**src/rtl/ctrap_pkg.sv**
```systemverilog
package ctrap_pkg;
  typedef enum logic [2:0] {
    K_UNCAT  = 3'd0,
    K_SINGLE = 3'd1,
    K_DOUBLE = 3'd2,
    K_LDST   = 3'd3,
    K_FPID   = 3'd4,
    K_BAD    = 3'd5
  } trap_kind_e;

  localparam logic [4:0] MODE_FAST  = 5'b10001;
  localparam logic [4:0] MODE_INTR  = 5'b10010;
  localparam logic [4:0] MODE_SUPV  = 5'b10011;
  localparam logic [4:0] MODE_ABRT  = 5'b10111;
  localparam logic [4:0] MODE_UNDEF = 5'b11011;
endpackage

```
**src/rtl/ctrap_class_decode.sv**
```systemverilog
module ctrap_class_decode
  import ctrap_pkg::*;
#(
  parameter int CODE_W = 6
) (
  input  logic [CODE_W-1:0] code,
  output trap_kind_e        kind
);
  always_comb begin
    case (code)
      CODE_W'(6'h00): kind = K_UNCAT;
      CODE_W'(6'h03),
      CODE_W'(6'h05): kind = K_SINGLE;
      CODE_W'(6'h04),
      CODE_W'(6'h07),
      CODE_W'(6'h0C): kind = K_DOUBLE;
      CODE_W'(6'h06): kind = K_LDST;
      CODE_W'(6'h08): kind = K_FPID;
      default:        kind = K_BAD;
    endcase
  end
endmodule

```
**src/rtl/ctrap_reg_remap.sv**
```systemverilog
module ctrap_reg_remap
  import ctrap_pkg::*;
#(
  parameter int MODE_W = 5,
  parameter int IDX_W  = 5
) (
  input  logic [3:0]        reg_num,
  input  logic [MODE_W-1:0] mode,
  output logic [IDX_W-1:0]  idx
);
  logic [IDX_W-1:0] base;
  logic             banked_pair;

  always_comb begin
    base = '0;
    unique case (mode[4:0])
      MODE_INTR:  base = IDX_W'(16);
      MODE_SUPV:  base = IDX_W'(18);
      MODE_ABRT:  base = IDX_W'(20);
      MODE_UNDEF: base = IDX_W'(22);
      default:    base = '0;
    endcase
  end

  assign banked_pair = (reg_num == 4'd13) || (reg_num == 4'd14);

  always_comb begin
    idx = IDX_W'(reg_num);
    if (reg_num[3] && reg_num != 4'd15) begin
      if (mode[4:0] == MODE_FAST)
        idx = IDX_W'(reg_num) + IDX_W'(16);
      else if (banked_pair && base != '0)
        idx = base + ((reg_num == 4'd13) ? IDX_W'(1) : IDX_W'(0));
    end
  end
endmodule

```
**src/rtl/ctrap_field_pack.sv**
```systemverilog
module ctrap_field_pack
  import ctrap_pkg::*;
#(
  parameter int INSTR_W = 32,
  parameter int COND_W  = 5,
  parameter int IDX_W   = 5,
  localparam int SYN_W  = COND_W + 20
) (
  input  trap_kind_e         kind,
  input  logic [INSTR_W-1:0] instr,
  input  logic [COND_W-1:0]  cond,
  input  logic [IDX_W-1:0]   idx_rt,
  input  logic [IDX_W-1:0]   idx_rn,
  output logic [SYN_W-1:0]   syn,
  output logic               err
);
  logic rt_is_pc, rn_is_pc, dir;

  assign rt_is_pc = (instr[15:12] == 4'hF);
  assign rn_is_pc = (instr[19:16] == 4'hF);
  assign dir      = instr[20];

  always_comb begin
    syn = '0;
    err = 1'b0;
    case (kind)
      K_SINGLE, K_FPID: begin
        if (kind == K_FPID) begin
          syn[16:14] = 3'b111;
        end else begin
          syn[19:17] = instr[7:5];
          syn[16:14] = instr[23:21];
          syn[4:1]   = instr[3:0];
        end
        syn[13:10] = instr[19:16];
        if (rt_is_pc) syn[9:5] = dir ? 5'b11111 : 5'b00000;
        else          syn[9:5] = idx_rt[4:0];
      end
      K_DOUBLE: begin
        syn[19:16] = instr[7:4];
        syn[14:10] = rn_is_pc ? 5'b00000 : idx_rn[4:0];
        syn[9:5]   = rt_is_pc ? 5'b00000 : idx_rt[4:0];
        syn[4:1]   = instr[3:0];
      end
      K_LDST: begin
        syn[19:12] = instr[7:0];
        syn[4]     = instr[23];
        syn[3]     = rn_is_pc;
        syn[2]     = instr[24];
        syn[1]     = instr[21];
      end
      K_UNCAT: begin
        syn[9:5] = idx_rn[4:0];
      end
      default: err = 1'b1;
    endcase
    if (!err) begin
      syn[SYN_W-1 -: COND_W] = cond;
      syn[0]                 = dir;
    end
  end
endmodule

```
**src/rtl/ctrap_syndrome_enc.sv**
```systemverilog
module ctrap_syndrome_enc
  import ctrap_pkg::*;
#(
  parameter int INSTR_W = 32,
  parameter int CODE_W  = 6,
  parameter int COND_W  = 5,
  parameter int MODE_W  = 5,
  parameter int IDX_W   = 5,
  localparam int SYN_W  = COND_W + 20,
  localparam int N_RMAP = 2
) (
  input  logic               clk,
  input  logic               rst,
  input  logic               req,
  input  logic [INSTR_W-1:0] instr,
  input  logic [CODE_W-1:0]  cls_code,
  input  logic [COND_W-1:0]  cond,
  input  logic [MODE_W-1:0]  mode,
  output logic               syn_valid,
  output logic [SYN_W-1:0]   syn_word,
  output logic               syn_err
);
  trap_kind_e       kind;
  logic [3:0]       rsel [N_RMAP];
  logic [IDX_W-1:0] ridx [N_RMAP];
  logic [SYN_W-1:0] syn_d;
  logic             err_d;

  assign rsel[0] = instr[15:12];
  assign rsel[1] = instr[19:16];

  ctrap_class_decode #(.CODE_W(CODE_W)) u_dec (
    .code (cls_code),
    .kind (kind)
  );

  for (genvar g = 0; g < N_RMAP; g++) begin : g_rmap
    ctrap_reg_remap #(.MODE_W(MODE_W), .IDX_W(IDX_W)) u_rmap (
      .reg_num (rsel[g]),
      .mode    (mode),
      .idx     (ridx[g])
    );
  end

  ctrap_field_pack #(.INSTR_W(INSTR_W), .COND_W(COND_W), .IDX_W(IDX_W)) u_pack (
    .kind   (kind),
    .instr  (instr),
    .cond   (cond),
    .idx_rt (ridx[0]),
    .idx_rn (ridx[1]),
    .syn    (syn_d),
    .err    (err_d)
  );

  always_ff @(posedge clk) begin
    if (rst) begin
      syn_valid <= 1'b0;
      syn_word  <= '0;
      syn_err   <= 1'b0;
    end else begin
      syn_valid <= req;
      if (req) begin
        syn_word <= syn_d;
        syn_err  <= err_d;
      end
    end
  end
endmodule

```
**config.mk**
```make
export PLATFORM = sky130hd
export DESIGN_NAME = ctrap_syndrome_enc
export DESIGN_NICKNAME = d
export VERILOG_FILES = /design/src/rtl/ctrap_pkg.sv /design/src/rtl/ctrap_class_decode.sv /design/src/rtl/ctrap_reg_remap.sv /design/src/rtl/ctrap_field_pack.sv /design/src/rtl/ctrap_syndrome_enc.sv
export SDC_FILE = /design/constraint.sdc
export NUM_CORES = 1
export LEC_CHECK = 0
export BUFFER_PORTS_ARGS = -buffer_cell sky130_fd_sc_hd__buf_2
export CORE_AREA = 2 2 69 71
export CTS_CLUSTER_DIAMETER = 150
export DETAILED_ROUTE_END_ITERATION = 12
export DIE_AREA = 0 0 71 73
export PLACE_DENSITY = 0.68
export SLEW_MARGIN = 20
export SYNTH_ARGS = -nofsm -noshare
export SYNTH_HDL_FRONTEND = slang
export SYNTH_SLANG_ARGS = --single-unit
```
**constraint.sdc**
```tcl
create_clock -name clk -period 6.23 [get_ports clk]
set_clock_uncertainty 0.2 [all_clocks]
set_input_delay 0.9345 -clock clk [delete_from_list [all_inputs] [get_ports clk]]
set_output_delay 0.9345 -clock clk [all_outputs]
set_load 0.02 [all_outputs]
```
Yosys cells after proc, flatten, opt, wreduce, memory -nomap -nowiden. Memories as Yosys holds them, arrays and structs flattened. Index checks and enable logic that the tools add are counted. W data, S select, Z words.

Flip-flop bits (word level): 27. ROM bits: 48. Input bits: 51. Output and inout bits: 27. Word-level logic and storage cells: 63. Memories: 1.

Add/subtract/negate cells: 4. Equality and inequality tests: 17. Mux-type cells: 26. Reduce and logical (&&, ||, !) cells: 12.

Memory list: (no name shown) (depth 16, bits a word 3, rd ports 1, clocked after Yosys merged registers in 0, wr ports 0, RTL line ctrap_class_decode.sv:10) `case (code)`.

Operator list (number): $mux W5 (11); $eq A5 B5 Y1 const B (5); $eq A4 B4 Y1 const B (6); $pmux W5 S4 (1); $pmux W5 S3 (1); $pmux W4 S3 (1); $add A4 B5 Y5 const B (2); $add A5 B5 Y5 (2); $mux W3 (3); $pmux W3 S3 (1); $ne A4 B4 Y1 const B (2); $pmux W4 S2 (1); $eq A3 B2 Y1 const B (2); $reduce_bool A5 Y1 (1); $reduce_or A5 Y1 (1); $logic_and A1 B1 Y1 (4); $mux W1 (4); $mux W4 (1); $pmux W2 S2 (1); $reduce_or A2 Y1 (2); $eq A3 B1 Y1 const B (1); $eq A3 B3 Y1 const B (1); $logic_not A3 Y1 (1); $logic_not A2 Y1 (1); 2 further kinds (3).

Longest topological paths before layout. Gate-level depths: netlist of run 1.

Depth after elaboration: 9. Mapped depth: 9. Gate-level depth less buffers: 7.

By module. A second synthesis of run 1 with hierarchy kept.

Cells, all modules: 195. Area, all modules: 1765.4 µm².

Modules (own cells, without submodules): ctrap_syndrome_enc (times used 1, cells an instance 86, area each 970.9 µm², sequential area each 540.5 µm²); ctrap_field_pack (times used 1, cells an instance 63, area each 474.2 µm², sequential area each 0.0 µm²); ctrap_reg_remap (times used 2, cells an instance 16, area each 115.1 µm², sequential area each 0.0 µm²); ctrap_class_decode (times used 1, cells an instance 14, area each 90.1 µm², sequential area each 0.0 µm²).

Least setup slack after synthesis of run 1. OpenSTA, ideal clock, no wires.

Path kind: input-to-reg. Start point: input port cls_code[1]. End point: register syn_word[7]. Setup time: 136 ps. Data arrival time: 2363 ps. Required time: 5894 ps. Slack: 3531 ps. Stages: 9. Path buffers: 2. Path through: inv_1 -> ha_1 -> clkbuf_1 -> nand3b_1 -> o211a_4 -> and3_1 -> buf_6 -> a211oi_2 -> a211oi_2.

Cells in the longest elaborated chain, start to end: 5. Elaborated cells on any way between the ends: 8. Those cells by class: 3 x eq/ne; 2 x mux; 2 x reduce/logical; 1 x memory.

Ends and longest elaborated chain: from (decl) (RTL line ctrap_syndrome_enc.sv:16) `input logic [CODE_W-1:0] cls_code,`; $mem_v2 Z16 W3 (*); $mux W3 (*) (RTL line ctrap_class_decode.sv:10); $eq A3 B1 Y1 / $eq A3 B3 Y1 (equally long branches) (RTL line ctrap_field_pack.sv:26) `case (kind)`; $reduce_or A2 Y1 (RTL line ctrap_field_pack.sv:26); $pmux W5 S3 (*) (RTL line ctrap_field_pack.sv:26); to (signal assigned) (RTL line ctrap_syndrome_enc.sv:63) `syn_word <= syn_d;`; to (decl) (RTL line ctrap_syndrome_enc.sv:20) `output logic [SYN_W-1:0] syn_word,`.

Mark *: on every way between the ends. The rest lies on a longest branch, timed or not. A chain may end at the register's enable or synchronous reset.

Worst setup path after layout of run 1.
Start point: input port cls_code[0]. End point: register syn_word[1].

Cells in the longest elaborated chain, start to end: 5. Elaborated cells on any way between the ends: 9. Those cells by class: 4 x eq/ne; 3 x mux; 1 x reduce/logical; 1 x memory.

Ends and longest elaborated chain (RTL line): $mem_v2 Z16 W3 (*); $mux W3 (*) (ctrap_class_decode.sv:10); $eq A3 B3 Y1 / $eq A3 B1 Y1 (equally long branches) (ctrap_field_pack.sv:26, ctrap_field_pack.sv:28); $mux W4 / $reduce_or A2 Y1 (equally long branches) (ctrap_field_pack.sv:28, ctrap_field_pack.sv:26); $pmux W4 S3 (*) (ctrap_field_pack.sv:26).

Marks and branches as above.

==> results of run 1 <==
==> worst max-delay path: stages <==
cell     delay (ns)
buf_2          0.09
inv_1          0.04
ha_1           0.39
and3_1         0.23
o21ai_2        0.31
nand2_1        0.16
o21ai_1        0.36
o21ai_0        0.16
==> routing by layer <==
metal,wire (um),vias to the layer above
met3,315,2
met2,2297,55
met1,2031,806
li1,-,896
met4,15,0
met5,0,-
==> kinds of logic (layout without fill, tap and decap cells) <==
kind of cell	Yosys count	in the layout	share of synthesized area, %
buf+inv	18	78	4.762
flops	27	27	31.65
fa+ha+maj	2	2	1.465
mux	1	1	0.6593
simple gates	79	79	24.47
xor+xnor	2	2	1.026
compound gates	75	75	35.97
==> path summary, 6_finish.rpt <==
| check | startpoint | end | slack, ns | cells past startpoint |
|---|---|---|---|---|
| setup / recovery | cls_code[0] | syn_word[1] | 3.52 | 8 |
| hold / removal | syn_word[17] | syn_word[17] | 0.26 | 2 |
| setup reg to reg | syn_word[13] | syn_word[13] | 5.27 | 2 |
| hold reg to reg | syn_word[17] | syn_word[17] | 0.26 | 2 |
==> through the flow <==
| stage | cell area (um^2) | utilization (%) | instances |
|---|---|---|---|
| 2_1_floorplan | 1708 | - | 204 |
| 3_3_place_gp | 2054 | 45.30 | 314 |
| 3_5_place_dp | 2054 | 45.30 | 314 |
| 4_1_cts | 2105 | 46.40 | 318 |
| 5_1_grt | 2105 | 46.40 | 318 |
| 6_report | 2105 | 46.40 | 318 |
==> where the power goes <==
group	internal, mW	switching, mW
registers	0.177	0.00196
logic	0.0305	0.0518
clock network	0.0470	0.0604
==> placed cells by master (no fill, tap or decap), types with 2 or more instances in the layout <==
| master | netlist | final |
|---|---|---|
| inv_1 | 8 | 8 |
| o211ai_1 | 2 | 2 |
| o211a_1 | 2 | 2 |
| a22oi_1 | 8 | 8 |
| o21ai_1 | 3 | 3 |
| nor3_1 | 4 | 4 |
| nand2_1 | 21 | 21 |
| a21oi_1 | 12 | 12 |
| nor2_1 | 22 | 22 |
| a211oi_1 | 2 | 2 |
| clkbuf_8 | 0 | 3 |
| a2111oi_2 | 3 | 3 |
| ha_1 | 2 | 2 |
| nand4b_1 | 2 | 2 |
| a32oi_1 | 4 | 4 |
| a21o_1 | 2 | 2 |
| xnor2_1 | 2 | 2 |
| o211ai_2 | 2 | 2 |
| nand3_1 | 8 | 8 |
| and3_1 | 2 | 2 |
| o21ai_0 | 8 | 8 |
| buf_2 | 2 | 66 |
| o31ai_1 | 2 | 2 |
| dfxtp_1 | 27 | 27 |
| a221oi_2 | 2 | 2 |
| nand4_1 | 6 | 6 |
| a22o_1 | 2 | 2 |
| a211oi_2 | 2 | 2 |
| a31oi_1 | 3 | 3 |
==> registers in the layout (all words and copies together), names as in the netlist <==
| signal | cells |
|---|---|
| syn_valid | 1 |
| syn_word | 25 |
| syn_err | 1 |
==> final cells by class <==
cell class | instances | area (um^2) | share of cell area, %
Multi-Input combinational cell | 159 | 1086 | 51.61
Clock inverter | 1 | 8.758 | 0.4162
Tap cell | 54 | 67.56 | 3.210
Sequential cell | 27 | 540.5 | 25.68
Clock buffer | 3 | 41.29 | 1.962
Inverter | 8 | 30.03 | 1.427
Timing Repair Buffer | 66 | 330.3 | 15.70
==> impl_metrics.ini, run 1 <==
[grt]
gr-usage-all-layers_pct = 17.78
globalRouteOverflowTotal = 0
global_route.peak_usage_layer = met2
grt_max_degree = 20
grt_pass1_vias = 1598
grtUsageMet1_pct = 22.97
antenna_found_initial = 0
use_met3_pct = 3.039
grt_pass1_wl_um = 7417
use_met2_pct = 31.88

[power_and_ir_drop]
ir_worst_vdd_v = 0.0001683
leakage_nw = 0.9092
p_total_mw = 0.3685
p_per_area_mw_per_mm2 = 175.1

[clocking]
h-tree-depth = 1
cts_setup_buffers = 0
cts_buffer_depth = 2
cts.reportedPaths.clkPinSlew_ns = 0.11
cts_tree = done
postCtsResizedCells = 0
numCtsBuffers = 3
clock_latency_ns = 0.28
clkSinkCount = 27
clock-root-buffer = clkbuf_8
cts_hold_buffers = 0

[synthesis]
synth-seq-cells = 27
async_flop_share_pct = 0
synthesis.nets = 257
yosysUniqueCellTypes = 63
ys.flop_type = dfxtp_1
synth_area_leader_cell = dfxtp_1
synth_warnings = 0
synth_most_common_cell = dfxtp_1
synth_top_cell_area_share_pct = 31.65
avgSynthCellArea_um2 = 8.372
synthCells = 204
synth_edf_count = 0
synth_seq_area_share_pct = 31.65
syn_area_mm2 = 0.001708
synthTopCellsByArea = dfxtp_1, nor2_1, nand2_1, a21oi_1, a22oi_1
yosys-top-cells-count = dfxtp_1, nor2_1, nand2_1

[floorplan]
start_util_pct = 37.66
rows = 25
die_y_um = 73
core_area_mm2 = 0.004536
die_x_um = 71
ios = 78
dieArea_mm2 = 0.005183

[setup_path]
cp-end-kind = flip-flop
crit_path_start_kind = input pin
criticalPathCategory = in -> reg
cp.arrival_ns = 2.67
worstPathRequired_ns = 6.19
cp_max_fo = 8

[route]
drc = 0
wire_per_inst_um = 14.65
drt_iter0_drc = 106
wirelength_um = 4660
ant_nets = 0
via_per_inst = 5.531
num_vias = 1759
dr.pass1.iters = 4

[cells_and_area]
nets = 318
diodes = 0
num-fill-cells = 464
layout-drive-gt1-share_pct = 35.61
syn_to_final_growth_pct = 23.22

[job]
maxCapViolCount = 0

[outcome]
status = finished, final reports clean

[placed_design]
place.gp.congestion = 0.8135
dpl.hpwl_um = 3631
pre_cts_ws_ns = 3.186
io_buffers = 66

[timing]
fin_crit_ns = 2.706
fmax_mhz = 369.6
finalSetupViolCount = 0
relSlewSlack_pct = 35.46
worst_slew_pin_slew_ns = 0.9646
finalHoldViolations = 0
rsz0062_at_grt = no
report.final.slew_viol_count = 0
tns_ns = 0
fin_ws_ns = 3.524
post-route-period-util_pct = 43.43
whs_ns = 0.2597

[min_path]
hp-class = reg -> reg
Power figures use the tool's default switching activity.
==> run 2: changes to the inputs <==
Settings changed: ABC_AREA set to 1, CORE_AREA 2 2 69 71 to 2 2 67 69, DIE_AREA 0 0 71 73 to 0 0 69 71.
Clock period 6.23 ns to 2.6 ns, I/O delays scaled along.
==> run 2 against run 1 <==
Register-to-register slack lost 3.5 ns. Total power up 130%. Utilization grew 1.4 points. Worst setup slack lost 2.8 ns. Routed wire length fell by 12%. Non-clock buffer count stayed put. Worst hold slack lost 0.11 ns. Synthesized area fell by 7.0%. Largest cell class unchanged. Die area down 5.5%. Flip-flop and latch count unchanged.
==> impl_metrics.ini, run 2 <==
[setup_path]
crit_path_max_incr_delay_ns = 0.30
r2r_end = syn_word[7]
cp_common_cell = nand2_1
cp_max_fo = 5
path_cells = buf_2, inv_1, ha_1, nand3_1, nand2_1, nor2_4, nand2_2, nor2_2, nand3_1, nand2_1, inv_1, nand2_1, nand2_1, a21oi_2
worstPathRequired_ns = 2.61
worstReg2RegStart = syn_word[7]
r2r_setup_slack_ns = 1.74
crit_path_start_kind = input pin
slowest_stage = ha_1
criticalPathCategory = in -> reg
cp-end-kind = flip-flop
cp.arrival_ns = 1.92
r2r_cells = 2

[route]
drc = 0
wire_per_inst_um = 11.57
dr.pass1.iters = 4
ant_nets = 0
drt_iter0_drc = 48
num_vias = 1719
via_per_inst = 4.829
wirelength_um = 4120

[clocking]
cts_hold_buffers = 0
clock-root-buffer = clkbuf_8
cts_setup_buffers = 0
postCtsResizedCells = 0
cts.reportedPaths.clkPinSlew_ns = 0.10
clock_latency_ns = 0.27
h-tree-depth = 1
numCtsBuffers = 3
cts_buffer_depth = 2
clkSinkCount = 27
cts_tree = done

[grt]
gr-usage-all-layers_pct = 16.63
globalRouteOverflowTotal = 0
grt_pass1_wl_um = 6803
grt_max_degree = 26
antenna_found_initial = 0
grt_pass1_vias = 1558

[synthesis]
avgSynthCellArea_um2 = 6.621
synth_area_leader_cell = dfxtp_1
synth_top_cell_area_share_pct = 34.02
yosys-top-cells-count = nand2_1, dfxtp_1, a21oi_1
synthCells = 240
synth_seq_area_share_pct = 34.02
synth_warnings = 0
synthTopCellsByArea = dfxtp_1, nand2_1, a21oi_1, nand3_1, inv_1
ys.flop_type = dfxtp_1
async_flop_share_pct = 0
synth-seq-cells = 27
synth_edf_count = 0
synthesis.nets = 293
yosysUniqueCellTypes = 29
synth_most_common_cell = nand2_1
syn_area_mm2 = 0.001589

[timing]
worst_slew_pin_slew_ns = 0.4313
whs_ns = 0.1503
fin_ws_ns = 0.6871
report.final.slew_viol_count = 0
tns_ns = 0
fin_crit_ns = 1.913
finalSetupViolCount = 0
finalHoldViolations = 0
rsz0062_at_grt = no
post-route-period-util_pct = 73.57
relSlewSlack_pct = 71.25
fmax_mhz = 522.8

[cells_and_area]
diodes = 0
largest_reg_flops = 25
instances_no_fill = 356
final_common_cell = nand2_1
final_util_pct = 47.80
finalInstanceArea_mm2 = 0.002009
top_regs = syn_word (25), syn_err (1), syn_valid (1)
regMostFlops = syn_word
layout_common_cells = nand2_1, buf_2, dfxtp_1
nets = 358
syn_to_final_growth_pct = 26.46
layout-drive-gt1-share_pct = 29.61

[outcome]
status = finished, final reports clean

[placed_design]
place_area_mm2 = 0.001961
dpl.hpwl_um = 3250
pre_cts_ws_ns = 0.4245
place.gp.congestion = 0.8944
dpl.cell_count = 352
io_buffers = 66

[floorplan]
ios = 78
start_util_pct = 37.80
dieArea_mm2 = 0.004899
die_x_um = 69
rows = 24
die_y_um = 71
core_area_mm2 = 0.004204

[job]
maxCapViolCount = 0

[min_path]
hp-class = in -> reg
holdCritStartpoint = cond[4]
whs_endpoint = syn_word[24]
hold_depth = 3

[power_and_ir_drop]
p_total_mw = 0.8453
p_per_area_mw_per_mm2 = 420.7
ir_worst_vdd_v = 0.0002265
leakage_nw = 0.9950
## run 2: cell count changes after synthesis, sizes merged, moves of 7 or more
| cell | before | now |
|---|---|---|
| nand2 | 21 | 81 |
| inv | 8 | 25 |
| a21oi | 13 | 28 |
| a22oi | 8 | 1 |
| nand3 | 8 | 26 |
## run 2: report_power, final
part / internal [mW] / switching (mW) / total, mW / leakage (nW)
Clock: 0.109 / 0.136 / 0.245 / 0.0217
Sequential: 0.426 / 0.00516 / 0.431 / 0.219
Combinational: 0.0604 / 0.109 / 0.170 / 0.754
## run 2: logic make-up after synthesis
| family | synth area share, % |
|---|---|
| buf+inv | 7.401 |
| simple gates | 40.39 |
| fa+ha+maj | 1.575 |
| compound gates | 16.61 |
| flops | 34.02 |
## run 2: cell type report
type,instances,area (um^2)
clock buffers,3,41.29
well taps,52,65.06
repair buffers,66,330.3
inverters,25,93.84
clock inverters,1,7.507
multi-input cells,182,930.9
flip-flops and latches,27,540.5
fillers,453,2195
## run 2: critical path, delay by kind of cell
family / cells / cell delay (ns)
AOI/OAI and AO/OA: 1 / 0.12
adders and majority gates: 1 / 0.30
and+or+nand+nor: 9 / 0.93
buffers and inverters: 3 / 0.17
## run 2: how the worst max path moves through the flow
| stage | start | endpoint | slack [ns] | cells past startpoint |
|---|---|---|---|---|
| 6_report | cls_code[0] | syn_word[6] | 0.69 | 14 |
| 3_3_place_gp | cls_code[0] | syn_word[6] | 0.45 | 14 |
| 3_5_place_dp | cls_code[0] | syn_word[6] | 0.42 | 14 |
| 5_1_grt | cls_code[0] | syn_word[6] | 0.53 | 14 |
| 2_1_floorplan | cls_code[0] | syn_word[6] | 0.74 | 13 |
| 4_1_cts | cls_code[0] | syn_word[6] | 0.70 | 14 |
## run 2: layer usage
layer  up-vias  track usage [%]  part of all wire (%)
li1        919                -                     -
met1       745            21.38                    46
met2        51            29.70                    48
met3         4            2.137                   5.1
met4         0            3.922                  0.92
met5         -                0                     0
